<file path="src/rtl/vdp_cmd_pkg.sv">
package vdp_cmd_pkg;
  localparam int ADDR_W       = 16;
  localparam int WORD_W       = 16;
  localparam int CODE_W       = 6;
  localparam int REG_W        = 8;
  localparam int REG_N        = 32;
  localparam int REG_IDX_W    = $clog2(REG_N);
  localparam int MODE2_IDX    = 1;
  localparam int DMA_EN_BIT   = 4;
  localparam int INC_IDX      = 15;
  localparam int DMA_SRC_IDX  = 23;
  localparam int SMALL_ADDR_W = 7;
  localparam int SCROLL_LIMIT = 80;

  typedef enum logic [1:0] {
    TGT_NONE  = 2'd0,
    TGT_VRAM  = 2'd1,
    TGT_CRAM  = 2'd2,
    TGT_VSRAM = 2'd3
  } tgt_e;

  typedef enum logic [1:0] {
    DS_IDLE      = 2'd0,
    DS_RUN       = 2'd1,
    DS_FILL_WAIT = 2'd2
  } dma_st_e;

  typedef struct packed {
    logic valid;
    logic wr;
    tgt_e tgt;
  } port_op_t;

  // Maps code bits 3:0 to target and direction.
  function automatic port_op_t decode_op(input logic [3:0] c);
    port_op_t o;
    o = '{1'b0, 1'b0, TGT_NONE};
    case (c)
      4'd0:    o = '{1'b1, 1'b0, TGT_VRAM};
      4'd1:    o = '{1'b1, 1'b1, TGT_VRAM};
      4'd3:    o = '{1'b1, 1'b1, TGT_CRAM};
      4'd4:    o = '{1'b1, 1'b0, TGT_VSRAM};
      4'd5:    o = '{1'b1, 1'b1, TGT_VSRAM};
      4'd8:    o = '{1'b1, 1'b0, TGT_CRAM};
      default: o = '{1'b0, 1'b0, TGT_NONE};
    endcase
    return o;
  endfunction

  function automatic logic [ADDR_W-1:0] small_addr(input logic [ADDR_W-1:0] a);
    return a & ADDR_W'((1 << SMALL_ADDR_W) - 1);
  endfunction

  function automatic logic [ADDR_W-1:0] step_addr(input logic [ADDR_W-1:0] a,
                                                  input logic [REG_W-1:0]  inc,
                                                  input tgt_e              t);
    logic [ADDR_W-1:0] s;
    s = a + ADDR_W'(inc);
    if (t != TGT_VRAM) s = small_addr(s);
    return s;
  endfunction

  function automatic logic [WORD_W-1:0] swap_bytes(input logic [WORD_W-1:0] w);
    return {w[WORD_W/2-1:0], w[WORD_W-1:WORD_W/2]};
  endfunction

  function automatic logic [1:0] fix_mode(input logic [1:0] m);
    return (m == 2'd0) ? 2'd1 : m;
  endfunction
endpackage

</file>
<file path="src/rtl/vdp_cmd_decoder.sv">
module vdp_cmd_decoder
  import vdp_cmd_pkg::*;
(
  input  logic                 clk,
  input  logic                 rst_n,
  input  logic                 wr,
  input  logic [WORD_W-1:0]    wdata,
  input  logic                 clr_pend,
  input  logic                 adv,
  input  logic [ADDR_W-1:0]    adv_addr,
  input  logic                 dma_en,
  output logic                 pend,
  output logic [CODE_W-1:0]    code,
  output logic [ADDR_W-1:0]    addr,
  output logic                 ev_reg_load,
  output logic                 ev_first,
  output logic                 ev_second,
  output logic                 ev_dma_kick,
  output logic [REG_IDX_W-1:0] reg_idx,
  output logic [REG_W-1:0]     reg_val
);
  localparam int LO_W = ADDR_W - 2;

  always_comb begin
    ev_reg_load = wr && !pend && (wdata[WORD_W-1 -: 2] == 2'b10);
    ev_first    = wr && !pend && !ev_reg_load;
    ev_second   = wr && pend;
    ev_dma_kick = ev_second && wdata[7] && dma_en;
  end

  assign reg_idx = wdata[8 +: REG_IDX_W];
  assign reg_val = wdata[REG_W-1:0];

  always_ff @(posedge clk or negedge rst_n) begin
    if (!rst_n) begin
      pend <= 1'b0;
      code <= '0;
      addr <= '0;
    end else if (ev_reg_load) begin
      pend <= 1'b0;
    end else if (ev_first) begin
      pend              <= 1'b1;
      code[1:0]         <= wdata[WORD_W-1 -: 2];
      addr[LO_W-1:0]    <= wdata[LO_W-1:0];
    end else if (ev_second) begin
      pend              <= 1'b0;
      code[CODE_W-1:2]  <= {wdata[7], wdata[6:4]};
      addr[ADDR_W-1 -: 2] <= wdata[1:0];
    end else begin
      if (clr_pend) pend <= 1'b0;
      if (adv)      addr <= adv_addr;
    end
  end
endmodule

</file>
<file path="src/rtl/vdp_reg_bank.sv">
module vdp_reg_bank
  import vdp_cmd_pkg::*;
(
  input  logic                 clk,
  input  logic                 rst_n,
  input  logic                 we,
  input  logic [REG_IDX_W-1:0] idx,
  input  logic [REG_W-1:0]     val,
  output logic [REG_W-1:0]     inc_val,
  output logic                 dma_en,
  output logic [1:0]           dma_sel
);
  always_ff @(posedge clk or negedge rst_n) begin
    if (!rst_n) inc_val <= '0;
    else if (we && idx == REG_IDX_W'(INC_IDX)) inc_val <= val;
  end

  always_ff @(posedge clk or negedge rst_n) begin
    if (!rst_n) dma_en <= 1'b0;
    else if (we && idx == REG_IDX_W'(MODE2_IDX)) dma_en <= val[DMA_EN_BIT];
  end

  always_ff @(posedge clk or negedge rst_n) begin
    if (!rst_n) dma_sel <= 2'd0;
    else if (we && idx == REG_IDX_W'(DMA_SRC_IDX)) dma_sel <= val[REG_W-1 -: 2];
  end
endmodule

</file>
<file path="src/rtl/vdp_dma_ctl.sv">
module vdp_dma_ctl
  import vdp_cmd_pkg::*;
(
  input  logic             clk,
  input  logic             rst_n,
  input  logic             kick,
  input  logic [1:0]       src_sel,
  input  logic             fill_wr,
  input  logic [REG_W-1:0] fill_val,
  input  logic             done,
  output logic             req,
  output logic [1:0]       mode,
  output logic             busy,
  output logic             fill_wait,
  output logic [REG_W-1:0] fill_byte
);
  dma_st_e    st;
  logic [1:0] next_mode;

  assign next_mode = fix_mode(src_sel);

  always_ff @(posedge clk or negedge rst_n) begin
    if (!rst_n) begin
      st        <= DS_IDLE;
      req       <= 1'b0;
      mode      <= 2'd0;
      fill_byte <= '0;
    end else begin
      req <= kick;
      if (kick) begin
        mode <= next_mode;
        st   <= (next_mode == 2'd2) ? DS_FILL_WAIT : DS_RUN;
      end else if (st == DS_FILL_WAIT && fill_wr) begin
        st        <= DS_RUN;
        fill_byte <= fill_val;
      end else if (st == DS_RUN && done) begin
        st <= DS_IDLE;
      end
    end
  end

  assign busy      = (st == DS_RUN);
  assign fill_wait = (st == DS_FILL_WAIT);
endmodule

</file>
<file path="src/rtl/vdp_data_port.sv">
module vdp_data_port
  import vdp_cmd_pkg::*;
(
  input  logic              acc,
  input  logic              we,
  input  logic [3:0]        op_code,
  input  logic [ADDR_W-1:0] addr,
  input  logic [REG_W-1:0]  inc,
  input  logic [WORD_W-1:0] wdata,
  input  logic [1:0]        be,
  input  logic [WORD_W-1:0] mem_rdata,
  input  logic              fill_wait,
  output logic              mem_en,
  output logic              mem_we,
  output tgt_e              mem_tgt,
  output logic [ADDR_W-1:0] mem_addr,
  output logic [WORD_W-1:0] mem_wdata,
  output logic [1:0]        mem_be,
  output logic [WORD_W-1:0] rdata,
  output logic              adv,
  output logic [ADDR_W-1:0] adv_addr,
  output logic              fill_wr
);
  port_op_t op;
  logic     live;
  logic     in_win;
  tgt_e     tgt;

  always_comb begin
    op        = decode_op(op_code);
    fill_wr   = acc && we && fill_wait;
    live      = acc && !fill_wr && op.valid && (op.wr == we);
    tgt       = live ? op.tgt : TGT_NONE;
    mem_addr  = (tgt == TGT_VRAM) ? addr : small_addr(addr);
    in_win    = (tgt != TGT_VSRAM) || (mem_addr < ADDR_W'(SCROLL_LIMIT));
    mem_en    = live && in_win;
    mem_we    = mem_en && we;
    mem_tgt   = mem_en ? tgt : TGT_NONE;
    mem_wdata = (tgt == TGT_VRAM && addr[0]) ? swap_bytes(wdata) : wdata;
    mem_be    = (tgt == TGT_VRAM) ? be : 2'b11;
    rdata     = (mem_en && !we) ? mem_rdata : '0;
    adv       = live;
    adv_addr  = step_addr(addr, inc, tgt);
  end
endmodule

</file>
<file path="src/rtl/vdp_cmd_port.sv">
module vdp_cmd_port
  import vdp_cmd_pkg::*;
(
  input  logic              clk,
  input  logic              rst_n,
  input  logic              ctrl_wr,
  input  logic [WORD_W-1:0] ctrl_wdata,
  input  logic              stat_rd,
  input  logic              data_acc,
  input  logic              data_we,
  input  logic [WORD_W-1:0] data_wdata,
  input  logic [1:0]        data_be,
  output logic [WORD_W-1:0] data_rdata,
  output logic              mem_en,
  output logic              mem_we,
  output logic [1:0]        mem_tgt,
  output logic [ADDR_W-1:0] mem_addr,
  output logic [WORD_W-1:0] mem_wdata,
  output logic [1:0]        mem_be,
  input  logic [WORD_W-1:0] mem_rdata,
  input  logic              dma_done,
  output logic [CODE_W-1:0] acc_code,
  output logic [ADDR_W-1:0] acc_addr,
  output logic [REG_W-1:0]  autoinc,
  output logic              cmd_pend,
  output logic              dma_req,
  output logic [1:0]        dma_mode,
  output logic              dma_busy,
  output logic [REG_W-1:0]  fill_byte
);
  logic                 ev_reg_load, ev_first, ev_second, ev_dma_kick;
  logic                 ev_clr_pend, ev_adv, ev_fill_wr;
  logic [ADDR_W-1:0]    adv_addr;
  logic [REG_IDX_W-1:0] reg_idx;
  logic [REG_W-1:0]     reg_val;
  logic                 dma_en;
  logic [1:0]           dma_sel;
  logic                 fill_wait;
  tgt_e                 tgt_sel;

  assign ev_clr_pend = data_acc || stat_rd;

  vdp_cmd_decoder u_dec (
    .clk(clk), .rst_n(rst_n), .wr(ctrl_wr), .wdata(ctrl_wdata),
    .clr_pend(ev_clr_pend), .adv(ev_adv), .adv_addr(adv_addr), .dma_en(dma_en),
    .pend(cmd_pend), .code(acc_code), .addr(acc_addr),
    .ev_reg_load(ev_reg_load), .ev_first(ev_first), .ev_second(ev_second),
    .ev_dma_kick(ev_dma_kick), .reg_idx(reg_idx), .reg_val(reg_val)
  );

  vdp_reg_bank u_regs (
    .clk(clk), .rst_n(rst_n), .we(ev_reg_load), .idx(reg_idx), .val(reg_val),
    .inc_val(autoinc), .dma_en(dma_en), .dma_sel(dma_sel)
  );

  vdp_dma_ctl u_dma (
    .clk(clk), .rst_n(rst_n), .kick(ev_dma_kick), .src_sel(dma_sel),
    .fill_wr(ev_fill_wr), .fill_val(data_wdata[WORD_W-1 -: REG_W]), .done(dma_done),
    .req(dma_req), .mode(dma_mode), .busy(dma_busy), .fill_wait(fill_wait),
    .fill_byte(fill_byte)
  );

  vdp_data_port u_port (
    .acc(data_acc), .we(data_we), .op_code(acc_code[3:0]), .addr(acc_addr),
    .inc(autoinc), .wdata(data_wdata), .be(data_be), .mem_rdata(mem_rdata),
    .fill_wait(fill_wait), .mem_en(mem_en), .mem_we(mem_we), .mem_tgt(tgt_sel),
    .mem_addr(mem_addr), .mem_wdata(mem_wdata), .mem_be(mem_be), .rdata(data_rdata),
    .adv(ev_adv), .adv_addr(adv_addr), .fill_wr(ev_fill_wr)
  );

  assign mem_tgt = tgt_sel;
endmodule

</file>
<file path="config.mk">
export PLATFORM = sky130hd
export DESIGN_NAME = vdp_cmd_port
export DESIGN_NICKNAME = d
export VERILOG_FILES = /design/src/rtl/vdp_cmd_pkg.sv /design/src/rtl/vdp_cmd_decoder.sv /design/src/rtl/vdp_reg_bank.sv /design/src/rtl/vdp_dma_ctl.sv /design/src/rtl/vdp_data_port.sv /design/src/rtl/vdp_cmd_port.sv
export SDC_FILE = /design/constraint.sdc
export NUM_CORES = 1
export LEC_CHECK = 0
export BUFFER_PORTS_ARGS = -buffer_cell sky130_fd_sc_hd__buf_2
export CAP_MARGIN = 15
export CELL_PAD_IN_SITES_DETAIL_PLACEMENT = 0
export CELL_PAD_IN_SITES_GLOBAL_PLACEMENT = 1
export CORE_MARGIN = 2
export CORE_UTILIZATION = 30
export DETAILED_ROUTE_END_ITERATION = 8
export PLACE_DENSITY_LB_ADDON = 0.25
export SYNTH_ARGS = -nofsm -noshare
export SYNTH_HDL_FRONTEND = slang
export SYNTH_SLANG_ARGS = --single-unit
</file>
<file path="constraint.sdc">
create_clock -name clk -period 2.15 [get_ports clk]
set_clock_uncertainty 0.1 [all_clocks]
set_input_delay 0.1075 -clock clk [delete_from_list [all_inputs] [get_ports clk]]
set_output_delay 0.1075 -clock clk [all_outputs]
set_load 0.02 [all_outputs]
</file>
==> run_results.csv, run 1 <==
group,metric,value,unit
logic_synthesis,synth_fp_nets,376,
hold_path,hold_start,"ctrl_wdata[4]",
power_and_ir_drop,total_power,3420,uW
critical_path,cp_slowest_stage_delay,0.46,ns
grt,antenna_found_initial,0,
sta,rsz0062_at_grt,"true",
grt,grt_max_degree,31,
power_and_ir_drop,leakagePower,0.00254,uW
logic_synthesis,synthCells,310,
sta,timing.hold.ws,-0.00112,ns
cells_and_area,fin_area,5240,um2
detailed_routing,ant_nets,0,
critical_path,start_kind,"register",
clocking,cts_root_buf,"clkbuf_8",
placement,gp_congestion,0.836,
die,die_area,11100,um2
logic_synthesis,ys.warnings.count,0,
cells_and_area,antenna_cells,0,
critical_path,r2r_slack,0,ns
detailed_routing,drt-total-wl,10700,um
clocking,numCtsBuffers,5,
grt,grt_use_met3,0.0284,
detailed_routing,wl_per_cell,16.2,um
placement,dpl_cell_area,4250,um2
critical_path,critPathCaptureType,"output pin",
grt,grt_overflow,0,
logic_synthesis,synth_edf_count,0,
sta,fin_crit,2.27,ns
cells_and_area,nNetsFinal,591,
cells_and_area,instances_no_fill,662,
die,fp.coreArea,10200,um2
grt,busiest_layer,"met2",
grt,track_usage,0.186,
cells_and_area,final_common_cell,"buf_2",
hold_path,hold_path_end,"u_regs.inc_val[4]",
clocking,cts_max_level,2,
cells_and_area,regArea,1190,um2
sta,setup_slack,-0.121,ns
cells_and_area,final_cell_mix,"113 x buf_2, 42 x buf_4, 41 x buf_6, 39 x dfrtp_1",
detailed_routing,drc,0,
critical_path,path_cells,"or3_4 > a21oi_4 > nand2_4 > mux2_4 > buf_6",
detailed_routing,firstDrtPassIters,4,
sta,setup-tns-final,-2.64,ns
critical_path,path_buf_inv,1,
grt,use_met2,0.314,
clocking,clk_latency,0.31,ns
sta,setup_violations,40,
sta,finalCritPeriodShare,1.06,
placement,portBuffers,153,
grt,grt_pass1_wl,16600,um
die,rows,37,
cells_and_area,nFillCells,934,
logic_synthesis,synth_flop_cell,"dfrtp_1",
critical_path,timing.rr.end,"u_dec.addr[9]",
die,dieWidth,106,um
sta,fmax,0.440,GHz
logic_synthesis,ys_seq_elements,47,
clocking,cts_tree,"built",
detailed_routing,drt_iter0_drc,163,
critical_path,r2r-start,"u_dec.addr[4]",
flow_run,max-cap-violations,0,
cells_and_area,multiInputGateArea,2100,um2
logic_synthesis,yosysSeqAreaShare,0.380,
power_and_ir_drop,pwr_density_cell,653,nW/um2
critical_path,worstRegToRegCells,7,
critical_path,critPathTopFamily,"simple AND/OR/NAND/NOR gates",
critical_path,cp_max_fo,8,
placement,hpwl,7710,um
outcome,status,"finished, violations left",
outcome,violations,"negative hold slack, negative setup slack",
logic_synthesis,netlist_area,3090,um2
logic_synthesis,synthArstFlopShare,1.00,
cells_and_area,drive_gt1_frac,0.597,
placement,dpl.cell_count,617,
logic_synthesis,synth_area_per_cell,9.98,um2
sta,drv_slew,0,
logic_synthesis,ys_types,60,
die,initial_core_util,0.304,
detailed_routing,vias,3248,
critical_path,slowest_stage,"dfrtp_2",
cells_and_area,syn2layout_area_growth,69.4,%
power_and_ir_drop,ir_drop,280,uV
die,io_pins,154,
clocking,cts_buffer_depth,2,
sta,max_slew.worst_pin.slew,0.501,ns
die,dieHeight,106,um
clocking,cts_sinks,47,
grt,grt_pass1_vias,3234,
critical_path,required,1.94,ns
sta,finalHoldViolCount,1,
critical_path,arrival,2.06,ns
detailed_routing,vias_per_cell,4.91,
grt,use_met1,0.254,
sta,relSlewSlack,0.665,
clocking,clk_pin_slew,0.09,ns
hold_path,min_path_type,"input port to register",
critical_path,worstSetupPathType,"register to output pin",
placement,dp_worst_setup_slack,-0.0174,ns
hold_path,holdPathStages,2,
==> through the flow <==
stage	util	hold slack, ns
after floorplan	-	-0.288
after global placement	0.417	-0.0187
after detailed placement	0.417	-0.0141
after CTS	0.483	0.00282
after global routing	0.514	0.00324
final	0.514	-0.00112
==> how the worst max path moves through the flow <==
stage	startpoint	depth (start not counted)	end
after global routing	u_dec.code[0]	8	data_rdata[2]
final	u_dec.code[3]	5	mem_wdata[10]
after detailed placement	u_regs.inc_val[0]	8	u_dec.addr[12]
after floorplan	u_dec.addr[4]	7	u_dec.addr[9]
after global placement	u_dec.addr[7]	8	u_dec.addr[15]
after CTS	u_dec.code[2]	5	mem_wdata[10]
==> cell type report <==
class                      instances  area share
clock inverter                     1    0.000955
inverter                          12     0.00860
clock buffer                       7      0.0146
sequential                        47       0.226
multi-input combinational        235       0.402
timing repair buffer             224       0.315
tap                              136      0.0325
==> report_power, final <==
part	internal [uW]	switching [uW]	leakage (uW)
registers	1030	146	0.000590
logic	793	903	0.00191
clock network	229	315	0.0000422
==> cells in the mapped netlist (4+ instances only) <==
cell type | instances | area (um2)
a221o_1 | 5 | 50.1
nor2b_1 | 4 | 25.0
nor3_1 | 5 | 25.0
o21a_1 | 5 | 37.5
o31ai_1 | 4 | 30.0
nor2_1 | 19 | 71.3
mux2_1 | 18 | 203
nand2_1 | 13 | 48.8
and2_1 | 28 | 175
dfrtp_1 | 47 | 1180
nand2b_1 | 5 | 31.3
clkbuf_1 | 4 | 15.0
ha_1 | 8 | 100
buf_4 | 8 | 60.1
o21ai_0 | 14 | 70.1
a21oi_1 | 11 | 55.1
buf_2 | 4 | 20.0
mux2_2 | 21 | 236
nand3_1 | 4 | 20.0
inv_1 | 12 | 45.0
nor4_1 | 4 | 25.0
==> what timing repair did <==
action                     4_1_cts  5_1_grt
setup endpoints to repair       49       55
setup buffers                    8        1
hold buffers                    25        0
cloned                           2        1
pin swaps                       18       24
hold endpoints to repair        44        0
gates resized for setup         78       84
==> state kept, by name, summed over array words and instances, names as in the netlist <==
register,count
u_regs.inc_val,8
u_dec.code,6
u_dec.pend,1
u_dma.fill_byte,8
u_dma.st,2
u_dma.mode,2
u_regs.dma_en,1
u_dec.addr,16
u_regs.dma_sel,2
u_dma.req,1
==> per-layer routing <==
metal | share of wire | wire length, um
met1 | 0.45 | 4850
met2 | 0.49 | 5210
met3 | 0.055 | 595
met4 | 0.0077 | 83
met5 | 0 | 0
==> cell families after synthesis <==
family / after synthesis / share of synthesized area
AO/OA/AOI/OAI: 73 / 0.173
multiplexers: 39 / 0.142
adder cells (fa/ha/maj): 9 / 0.0388
buffers and inverters: 30 / 0.0526
flip-flops: 47 / 0.380
AND/OR/NAND/NOR: 106 / 0.196
XOR/XNOR: 6 / 0.0170
Note: power is estimated with default switching activity, not from simulation.
==> run 2: changes to the inputs <==
Settings changed: BUFFER_PORTS_ARGS -buffer_cell sky130_fd_sc_hd__buf_2 to -buffer_cell sky130_fd_sc_hd__buf_4.
==> run 2 against run 1 <==
Against the previous run: the flow finishes with violations (negative setup slack); final area rose by 5.5%; via count rose by 1.9%; first-iteration DRC count fell by 7.4%; die area did not move; global-route usage fell by 0.28 points; highest routed layer unchanged; sequential power barely moved; flip-flop and latch count did not move; final cell count rose by 0.60%; critical path type unchanged; clock power rose by 21%; fmax rose by 1.5%.
==> run_results.csv, run 2 (synthesis results as in run 1) <==
group,metric,value,unit
cells_and_area,final_cell_mix,"168 x buf_4, 39 x dfrtp_1, 30 x buf_6, 28 x dlygate4sd3_1, 20 x mux2_2",
sta,rsz0062_at_grt,"true",
sta,finalCritPeriodShare,1.04,
die,dieWidth,106,um
cells_and_area,multiInputGateArea,2100,um2
critical_path,required,1.94,ns
detailed_routing,drt-total-wl,10700,um
grt,grt_max_degree,48,
critical_path,timing.rr.end,"u_dec.addr[12]",
clocking,clk_pin_slew,0.10,ns
grt,track_usage,0.183,
sta,setup_violations,33,
clocking,clk_latency,0.31,ns
hold_path,min_path_type,"input port to register",
grt,antenna_found_initial,0,
cells_and_area,fin_util,0.543,
sta,setup-tns-final,-1.45,ns
die,fp.coreArea,10200,um2
grt,grt_overflow,0,
placement,gp_congestion,0.793,
sta,finalHoldViolCount,0,
cells_and_area,largest_reg_flops,16,
critical_path,start_kind,"register",
critical_path,cp_max_fo,8,
clocking,cts_sinks,47,
outcome,status,"finished, violations left",
power_and_ir_drop,ir_drop,308,uV
detailed_routing,wl_per_cell,16.1,um
cells_and_area,regMostFlops,"u_dec.addr",
sta,fin_crit,2.24,ns
detailed_routing,drt_iter0_drc,151,
cells_and_area,final_common_cell,"buf_4",
cells_and_area,nFillCells,938,
clocking,cts_max_level,2,
critical_path,r2r_slack,0.01,ns
detailed_routing,vias,3309,
flow_run,max-cap-violations,0,
grt,grt_pass1_wl,16500,um
clocking,numCtsBuffers,5,
sta,setup_slack,-0.0873,ns
cells_and_area,nNetsFinal,595,
critical_path,critPathCaptureType,"output pin",
die,initial_core_util,0.304,
critical_path,worstRegToRegCells,7,
outcome,violations,"negative setup slack",
sta,max_slew.worst_pin.slew,0.619,ns
die,rows,37,
detailed_routing,ant_nets,0,
cells_and_area,antenna_cells,0,
detailed_routing,firstDrtPassIters,4,
sta,drv_slew,0,
cells_and_area,regArea,1190,um2
detailed_routing,vias_per_cell,4.97,
cells_and_area,top_regs,"u_dec.addr x16, u_dma.fill_byte x8, u_regs.inc_val x8",
critical_path,worstSetupPathType,"register to output pin",
clocking,cts_tree,"built",
clocking,cts_buffer_depth,2,
placement,hpwl,7740,um
placement,dpl.cell_count,612,
die,dieHeight,106,um
detailed_routing,drc,0,
critical_path,arrival,2.03,ns
placement,portBuffers,153,
critical_path,r2r-start,"u_dec.addr[1]",
power_and_ir_drop,pwr_density_cell,668,nW/um2
die,die_area,11100,um2
cells_and_area,instances_no_fill,666,
cells_and_area,syn2layout_area_growth,78.8,%
critical_path,crit_path_start,"u_dec.code[2]",
cells_and_area,drive_gt1_frac,0.581,
clocking,cts_root_buf,"clkbuf_8",
sta,relSlewSlack,0.587,
power_and_ir_drop,leakagePower,0.00262,uW
critical_path,endpoint,"mem_wdata[6]",
grt,grt_pass1_vias,3178,
die,io_pins,154,
sta,fmax,0.447,GHz
[run 2: metrics by stage]
stage	setup slack, ns	hold WS [ns]	total power, uW	instance area [um2]
after floorplan	-0.0160	-0.288	2040	3150
after global placement	0.0205	0.0739	2710	4580
after global routing	-0.169	0.0280	3900	5530
after detailed placement	-0.0533	0.0704	2730	4580
after CTS	-0.0723	0.0163	3580	5230
final	-0.0873	0.0123	3700	5530
[run 2: worst max-delay path: stages, from the launching register on]
cell	delay, ns
dfrtp_2	0.46
or3_4	0.40
a21oi_4	0.14
buf_12	0.15
nand2_8	0.10
mux2_4	0.33
buf_6	0.13
[run 2: repair_timing]
item | in CTS | in global routing
cloned | 2 | 0
hold endpoints to repair | 86 | 0
endpoints found under the setup margin | 42 | 65
setup buffers | 10 | 6
gates resized for setup | 38 | 71
pin swaps | 6 | 26
hold buffers | 28 | 0
[run 2: routing by layer]
metal,track usage,up-vias,share of wire
li1,-,1582,-
met1,0.247,1616,0.44
met2,0.315,103,0.50
met3,0.0266,8,0.048
met4,0.0348,0,0.0085
met5,0,-,0
[run 2: power by group]
group	internal [uW]	switching [uW]
clock network	349	311
registers	1030	150
logic	933	918
[run 2: worst min-delay path by stage]
stage               startpoint                 to  depth (start not counted)
CTS                   dma_done        u_dma.st[0]                          3
detailed placement       rst_n  u_regs.inc_val[2]                          1
finish                dma_done        u_dma.st[0]                          3
floorplan                rst_n      u_dec.addr[0]                          0
global placement         rst_n  u_regs.inc_val[2]                          1
global route          dma_done        u_dma.st[0]                          3
[run 2: final cells by class]
| type | instances | area share |
|---|---|---|
| inverters | 12 | 0.00815 |
| clock buffers | 7 | 0.0138 |
| multi-input cells | 235 | 0.380 |
| flip-flops and latches | 47 | 0.215 |
| well taps | 136 | 0.0308 |
| clock inverters | 1 | 0.00543 |
| repair buffers | 228 | 0.347 |
